### src/rtl/refmon_pkg.sv
// Shared constants and helpers for the clock reference quality monitor.
// Assumes tolerance classes are expressed in tenths of a ppm.
package refmon_pkg;

    localparam int NUM_CLASSES = 3;
    localparam int DEFAULT_NEED = 3;

    // Class index to accuracy in tenths of ppm.
    function automatic int unsigned class_tenths(input int idx);
        case (idx)
            0:       return 46;
            1:       return 200;
            default: return 320;
        endcase
    endfunction

    // Tolerance in counts: ceil(nom * tenths / 1e7).
    function automatic logic [63:0] tol_counts(input logic [63:0] nom,
                                               input logic [63:0] tenths);
        return (nom * tenths + 64'd9999999) / 64'd10000000;
    endfunction

endpackage

### src/rtl/refmon_edge_sync.sv
// Brings an asynchronous candidate waveform into the local domain and
// produces a one-cycle pulse per rising transition.
// Assumes the candidate is no faster than half the local clock.
module refmon_edge_sync #(
    parameter int STAGES = 2
) (
    input  logic clk,
    input  logic rst_n,
    input  logic cand,
    output logic edge_o
);
    logic [STAGES:0] sh_q;

    // Synchronizer chain plus one history stage for edge detection.
    always_ff @(posedge clk) begin
        if (!rst_n) sh_q <= '0;
        else        sh_q <= {sh_q[STAGES-1:0], cand};
    end

    // Rising transition seen at the synchronizer output.
    assign edge_o = sh_q[STAGES-1] & ~sh_q[STAGES];

    // a detected edge never lasts two cycles in a row.
    a_r2_single_pulse: assert property (@(posedge clk) disable iff (!rst_n)
        edge_o |=> !edge_o);

endmodule

### src/rtl/refmon_gate.sv
// Counts candidate edges across gate windows of gate_len local cycles and
// presents the final count with a one-cycle valid strobe.
// Assumes gate_len is at least 2.
module refmon_gate #(
    parameter int GATE_W = 20
) (
    input  logic              clk,
    input  logic              rst_n,
    input  logic              edge_i,
    input  logic [GATE_W-1:0] gate_len,
    output logic              roll_o,
    output logic              win_valid_o,
    output logic [GATE_W-1:0] win_count_o
);
    logic [GATE_W-1:0] gate_cnt_q;
    logic [GATE_W-1:0] edge_cnt_q;
    logic [GATE_W:0]   gate_plus;

    // Last cycle of the current window.
    assign gate_plus = {1'b0, gate_cnt_q} + (GATE_W+1)'(1);
    assign roll_o    = gate_plus >= {1'b0, gate_len};

    // Window timer and edge accumulator; latch the total at window end.
    always_ff @(posedge clk) begin
        if (!rst_n) begin
            gate_cnt_q  <= '0;
            edge_cnt_q  <= '0;
            win_count_o <= '0;
            win_valid_o <= 1'b0;
        end else begin
            win_valid_o <= roll_o;
            if (roll_o) begin
                gate_cnt_q  <= '0;
                edge_cnt_q  <= '0;
                win_count_o <= edge_cnt_q + GATE_W'(edge_i);
            end else begin
                gate_cnt_q  <= gate_cnt_q + 1'b1;
                edge_cnt_q  <= edge_cnt_q + GATE_W'(edge_i);
            end
        end
    end

    // window verdicts are isolated strobes for windows of two or more cycles.
    a_r2_window_strobe: assert property (@(posedge clk) disable iff (!rst_n)
        (win_valid_o && gate_len > GATE_W'(1)) |=> !win_valid_o);

endmodule

### src/rtl/refmon_activity.sv
// Declares loss of activity after timeout edgeless cycles and clears it at
// the end of a window that had edges and no timeout.
// Assumes timeout_cycles is at least 1.
module refmon_activity #(
    parameter int TO_W = 16
) (
    input  logic            clk,
    input  logic            rst_n,
    input  logic            edge_i,
    input  logic            roll_i,
    input  logic [TO_W-1:0] timeout_cycles,
    output logic            lost_o
);
    logic [TO_W-1:0] idle_q;
    logic [TO_W:0]   idle_plus;
    logic            expire;
    logic            seen_q, expired_q;

    // Timeout fires when this edgeless cycle completes the allowed run.
    assign idle_plus = {1'b0, idle_q} + (TO_W+1)'(1);
    assign expire    = !edge_i && (idle_plus >= {1'b0, timeout_cycles});

    // Edgeless cycle counter, saturating.
    always_ff @(posedge clk) begin
        if (!rst_n)              idle_q <= '0;
        else if (edge_i)         idle_q <= '0;
        else if (idle_q != '1)   idle_q <= idle_q + 1'b1;
    end

    // Per-window record of edges and timeouts.
    always_ff @(posedge clk) begin
        if (!rst_n || roll_i) begin
            seen_q    <= 1'b0;
            expired_q <= 1'b0;
        end else begin
            seen_q    <= seen_q | edge_i;
            expired_q <= expired_q | expire;
        end
    end

    // Loss flag: set on timeout, cleared by a clean active window.
    always_ff @(posedge clk) begin
        if (!rst_n)
            lost_o <= 1'b0;
        else if (expire)
            lost_o <= 1'b1;
        else if (roll_i && (seen_q || edge_i) && !expired_q)
            lost_o <= 1'b0;
    end

    // recovery only happens at a window boundary.
    a_r4_clear_at_boundary: assert property (@(posedge clk) disable iff (!rst_n)
        $fell(lost_o) |-> $past(roll_i));

    // a detected edge never coincides with a new loss declaration.
    a_r3_edge_blocks_loss: assert property (@(posedge clk) disable iff (!rst_n)
        (edge_i && !lost_o) |=> !lost_o);

endmodule

### src/rtl/refmon_top.sv
// Clock reference quality monitor: combines activity and frequency-offset
// checks into a qualified status with separate fault flags.
// Assumes nominal and gate_len are held steady across the windows of interest.
module refmon_top #(
    parameter int GATE_W = 20,
    parameter int TO_W   = 16,
    parameter int RUN_W  = 4
) (
    input  logic              clk,
    input  logic              rst_n,
    input  logic              cand_clk,
    input  logic [GATE_W-1:0] gate_len,
    input  logic [GATE_W-1:0] nominal,
    input  logic [TO_W-1:0]   timeout_cycles,
    input  logic [1:0]        tol_sel,
    input  logic [RUN_W-1:0]  qual_need,
    output logic              qualified,
    output logic              loss_flag,
    output logic              freq_flag
);
    import refmon_pkg::*;

    localparam int NCLS = NUM_CLASSES;

    logic              edge_w, roll_w, win_valid_w;
    logic [GATE_W-1:0] win_count_w;
    logic [GATE_W-1:0] tol_q [NCLS];
    logic [1:0]        cls;
    logic [GATE_W-1:0] diff, tol_sel_v;
    logic              in_tol;
    logic [RUN_W-1:0]  run_q, need_eff;
    logic              freq_q;

    refmon_edge_sync #(.STAGES(2)) u_sync (
        .clk(clk), .rst_n(rst_n), .cand(cand_clk), .edge_o(edge_w));

    refmon_gate #(.GATE_W(GATE_W)) u_gate (
        .clk(clk), .rst_n(rst_n), .edge_i(edge_w), .gate_len(gate_len),
        .roll_o(roll_w), .win_valid_o(win_valid_w), .win_count_o(win_count_w));

    refmon_activity #(.TO_W(TO_W)) u_act (
        .clk(clk), .rst_n(rst_n), .edge_i(edge_w), .roll_i(roll_w),
        .timeout_cycles(timeout_cycles), .lost_o(loss_flag));

    // Per-class tolerance in counts, recomputed from the nominal count.
    always_ff @(posedge clk) begin
        for (int c = 0; c < NCLS; c++) begin
            if (!rst_n) tol_q[c] <= '0;
            else        tol_q[c] <= GATE_W'(tol_counts(64'(nominal), 64'(class_tenths(c))));
        end
    end

    // Class select, with code 3 folded onto the widest class.
    assign cls       = (tol_sel > 2'd2) ? 2'd2 : tol_sel;
    assign tol_sel_v = tol_q[cls];

    // Absolute offset of the finished window from nominal.
    assign diff   = (win_count_w >= nominal) ? win_count_w - nominal : nominal - win_count_w;
    assign in_tol = diff <= tol_sel_v;

    // Required run length, with 0 meaning the default.
    assign need_eff = (qual_need == '0) ? RUN_W'(DEFAULT_NEED) : qual_need;

    // Frequency verdict, refreshed once per window.
    always_ff @(posedge clk) begin
        if (!rst_n)           freq_q <= 1'b0;
        else if (win_valid_w) freq_q <= !in_tol;
    end

    // Run of consecutive good windows; restarted by any fault.
    always_ff @(posedge clk) begin
        if (!rst_n || loss_flag)
            run_q <= '0;
        else if (win_valid_w)
            run_q <= !in_tol ? '0 : (run_q == '1) ? run_q : run_q + 1'b1;
    end

    assign freq_flag = freq_q;
    assign qualified = !loss_flag && !freq_q && (run_q >= need_eff);

    // the frequency flag only moves right after a window verdict.
    a_r5_verdict_timing: assert property (@(posedge clk) disable iff (!rst_n)
        (freq_flag != $past(freq_flag)) |-> $past(win_valid_w));

    // qualification is only gained right after a window verdict.
    a_r7_rise_after_verdict: assert property (@(posedge clk) disable iff (!rst_n)
        $rose(qualified) |-> $past(win_valid_w));

    // a new loss of activity removes qualification in the same cycle.
    a_r8_drop_on_loss: assert property (@(posedge clk) disable iff (!rst_n)
        $rose(loss_flag) |-> !qualified);

endmodule

### config.mk
export PLATFORM = sky130hd
export DESIGN_NAME = refmon_top
export DESIGN_NICKNAME = d
export VERILOG_FILES = /design/src/rtl/refmon_pkg.sv /design/src/rtl/refmon_edge_sync.sv /design/src/rtl/refmon_gate.sv /design/src/rtl/refmon_activity.sv /design/src/rtl/refmon_top.sv
export SDC_FILE = /design/constraint.sdc
export NUM_CORES = 1
export LEC_CHECK = 0
export ABC_AREA = 0
export BUFFER_PORTS_ARGS = -buffer_cell sky130_fd_sc_hd__buf_2
export CAP_MARGIN = 0
export CORE_ASPECT_RATIO = 1.25
export CORE_MARGIN = 3
export CORE_UTILIZATION = 56
export CTS_CLUSTER_DIAMETER = 100
export DETAILED_ROUTE_END_ITERATION = 8
export GPL_ROUTABILITY_DRIVEN = 1
export PLACE_DENSITY = 0.83
export REMOVE_ABC_BUFFERS = 1
export SYNTH_ARGS = -nofsm -noshare
export SYNTH_HDL_FRONTEND = slang
export SYNTH_HIERARCHICAL = 1
export SYNTH_SLANG_ARGS = --single-unit
### constraint.sdc
create_clock -name clk -period 17.4 [get_ports clk]
set_input_delay 3.48 -clock clk [delete_from_list [all_inputs] [get_ports clk]]
set_output_delay 3.48 -clock clk [all_outputs]
set_load 0.1 [all_outputs]
==> results.cfg <==
[floorplan]
io_pins = 68
coreArea_um2 = 57510
die_area_um2 = 61340
initial_utilization_pct = 56.86
die_x_um = 222.1
die_y_um = 276.2
rows = 98

[clock_tree]
cts-root-buf = clkbuf_16
h-tree-depth = 3
cts_tree = done
clk_latency_ns = 0.39
cts_hold_buffers = 0
path_clk_slew_ns = 0.09
cts_buffers = 9
cts.path.max_buffers = 2
cts.sinks = 110

[hold_path]
hold_depth = 1
hold_class = reg -> reg

[finish]
drive_gt1_share_pct = 11.67
fillers = 5069
multi_input_area_um2 = 28930
areaGrowthSynthToFinish_pct = 8.445
final_util_pct = 61.66
regArea_um2 = 2202
finalNetCount = 5095

[routing]
route.met3.wl_um = 5043
vias = 33480
highest_layer = met5
drt_iter0_drc = 2451
ant_nets = 0
met1_length_um = 38330
wl_met2_um = 46250
dr.pass1.iters = 6
drc = 0
post_drt_wl_per_cell_um = 17.91
via_per_inst = 6.359
totalWireLength_um = 94300

[yosys]
ys_types = 146
synth-seq-cells = 110
netlist_area_um2 = 32700
ys.flop_type = dfxtp_1
synth_top_area_cell = ha_1
async_flop_share_pct = 0
synth_area_per_cell_um2 = 7.450
synth_top_area_share_pct = 17.33
yosysSeqAreaShare_pct = 6.735
syn_inst = 4389
yosys-top-cells-area = ha_1 17%, xnor2_1 7.1%, dfxtp_1 6.7%, fa_1 4.7%, a21oi_1 4.6%
ys_warn_count = 6
synth-edff-count = 0

[sta]
tightest_slew_ns = 1.151
fin_crit_ns = 16.72
drv_slew = 0
setup_viol = 0
max_slew_margin_pct = 22.70
grt_setup_unrepaired = true
max_freq_ghz = 0.05981
final_hold_viol_count = 0
hold_slack_ns = 0.4673
finClkSkew_ns = 0.01224
period_share_pct = 96.09

[worst_setup_path]
critPathCaptureType = flip-flop
cp_max_fo = 11
ff2ff_path_depth = 39
critPathKind = in -> reg
critPathLaunchType = primary input
worst_path_most_repeated_cell = ha_1
crit_arrival_ns = 17.02
critPathMaxStageDelay_ns = 0.54
worst_path_max_delay_cell = fa_1
critPathRequiredTime_ns = 17.70

[global_route]
track_usage_pct = 28.98
grt_overflow = 0
grt_pass1_vias = 32450
antenna_found_initial = 14
grt_pass1_wl_um = 154200
grt_max_degree = 49

[status]
outcome = finished clean

[place]
portBuffers = 67
place.gp.congestion = 0.9869
dp_hpwl_um = 77710

[job]
cap_viol_max_count = 0
[layer usage]
| layer | vias to the layer above | track usage [%] |
|---|---|---|
| met4 | 8 | 13.95 |
| met5 | - | 0 |
| met1 | 15640 | 34.01 |
| met3 | 301 | 3.600 |
| li1 | 16370 | - |
| met2 | 1154 | 51.98 |
[cells by family after synthesis]
kind of cell,after synthesis,synth area share (%)
DFF,110,6.735
adders and majority gates,532,22.08
muxes,97,3.061
xor gates and xnor gates,385,10.53
buffers and inverters,500,6.291
and+or+nand+nor,1476,22.95
AOI/OAI and AO/OA,1289,28.35
[worst max-delay path, delay by kind of cell]
| family | cells | cell delay, ns |
|---|---|---|
| buffers and inverters | 7 | 1.04 |
| AO/OA/AOI/OAI | 25 | 6.02 |
| AND/OR/NAND/NOR | 13 | 2.81 |
| multiplexers | 1 | 0.35 |
| adder cells (fa/ha/maj) | 9 | 3.27 |
[synthesized netlist by cell type (17+ instances only)]
| master | number |
|---|---|
| o211ai_1 | 56 |
| o311a_1 | 17 |
| nand2b_1 | 42 |
| a311oi_1 | 20 |
| o21ai_1 | 36 |
| nand2_1 | 368 |
| a21o_1 | 74 |
| a211o_1 | 20 |
| o21ai_0 | 170 |
| nor3_1 | 123 |
| fa_1 | 76 |
| and2_1 | 71 |
| xnor2_1 | 265 |
| clkbuf_1 | 89 |
| nand3_1 | 147 |
| nand4_1 | 59 |
| a22oi_1 | 17 |
| a211oi_1 | 69 |
| mux2_2 | 18 |
| buf_2 | 41 |
| o21a_1 | 34 |
| a21oi_1 | 299 |
| inv_1 | 340 |
| nor2_1 | 347 |
| dfxtp_1 | 110 |
| nor2b_1 | 44 |
| and3_1 | 64 |
| ha_1 | 453 |
| o22ai_1 | 26 |
| or2_2 | 31 |
| mux2i_1 | 76 |
| or3_1 | 34 |
| and4_1 | 17 |
| o21bai_1 | 38 |
| a31oi_1 | 57 |
| nor4_1 | 23 |
| o31ai_1 | 39 |
| o31a_1 | 17 |
| xor2_1 | 112 |
[stage by stage]
stage / area, µm² / setup slack (ns) / TNS [ns] / cells
CTS: 34850 / 0.1566 / 0 / 5241
detailed placement: 34550 / -0.1982 / -0.2177 / 5225
global route: 35450 / -0.09006 / -0.1307 / 5261
global placement: 34550 / 0.2593 / 0 / 5225
floorplan: 31920 / 0.3273 / 0 / 4230
finish: 35460 / 0.6807 / 0 / 5265
[cell usage in the layout, fill, tap and decap left out, types with 59 or more instances in the layout]
master and n:
nand4_1 59, nand3_1 146, and3_1 64, buf_4 189
xnor2_1 261, inv_1 340, a211oi_1 68, buf_2 67
mux2i_1 75, ha_1 452, xor2_1 111, nand2_1 365
a21oi_1 291, nor2_1 344, nor3_1 119, fa_1 76
a21o_1 72, dfxtp_1 110, and2_1 69, o21ai_0 165
[state kept, by name, indices dropped and copies added, names as in the netlist]
name                flops
u_act/seen_q            1
u_sync/sh_q             3
u_act/expired_q         1
u_act/idle_q           16
tol_q                  22
run_q                   4
u_gate/edge_cnt_q      20
u_act/lost_o            1
u_gate/win_valid_o      1
u_gate/win_count_o     20
u_gate/gate_cnt_q      20
freq_flag               1
[cell type report]
class	count	share of cell area (%)
tap	750	2.646
inverter	341	3.610
sequential	110	6.210
multi-input combinational	3781	81.58
antenna	9	0.06351
timing repair buffer	258	5.035
clock buffer	9	0.6351
clock inverter	7	0.2188
[path summary, 6_finish.rpt]
check / from / end / slack [ns]
worst min-delay path: u_sync/sh_q[1] / u_sync/sh_q[2] / 0.47
worst min register to register: u_sync/sh_q[1] / u_sync/sh_q[2] / 0.47
worst max register to register: u_gate/win_count_o[0] / run_q[1] / 9.52
worst max-delay path: nominal[15] / tol_q[1][0] / 0.68
[what timing repair did]
item                       4_1_cts  5_1_grt
resized for setup                0       94
setup buffers                    0       13
hold endpoints to repair         0        0
setup endpoints to repair        0        4
Power is not shown: default switching activity piles up to over one toggle a cycle in this logic, so the estimate is an artifact.
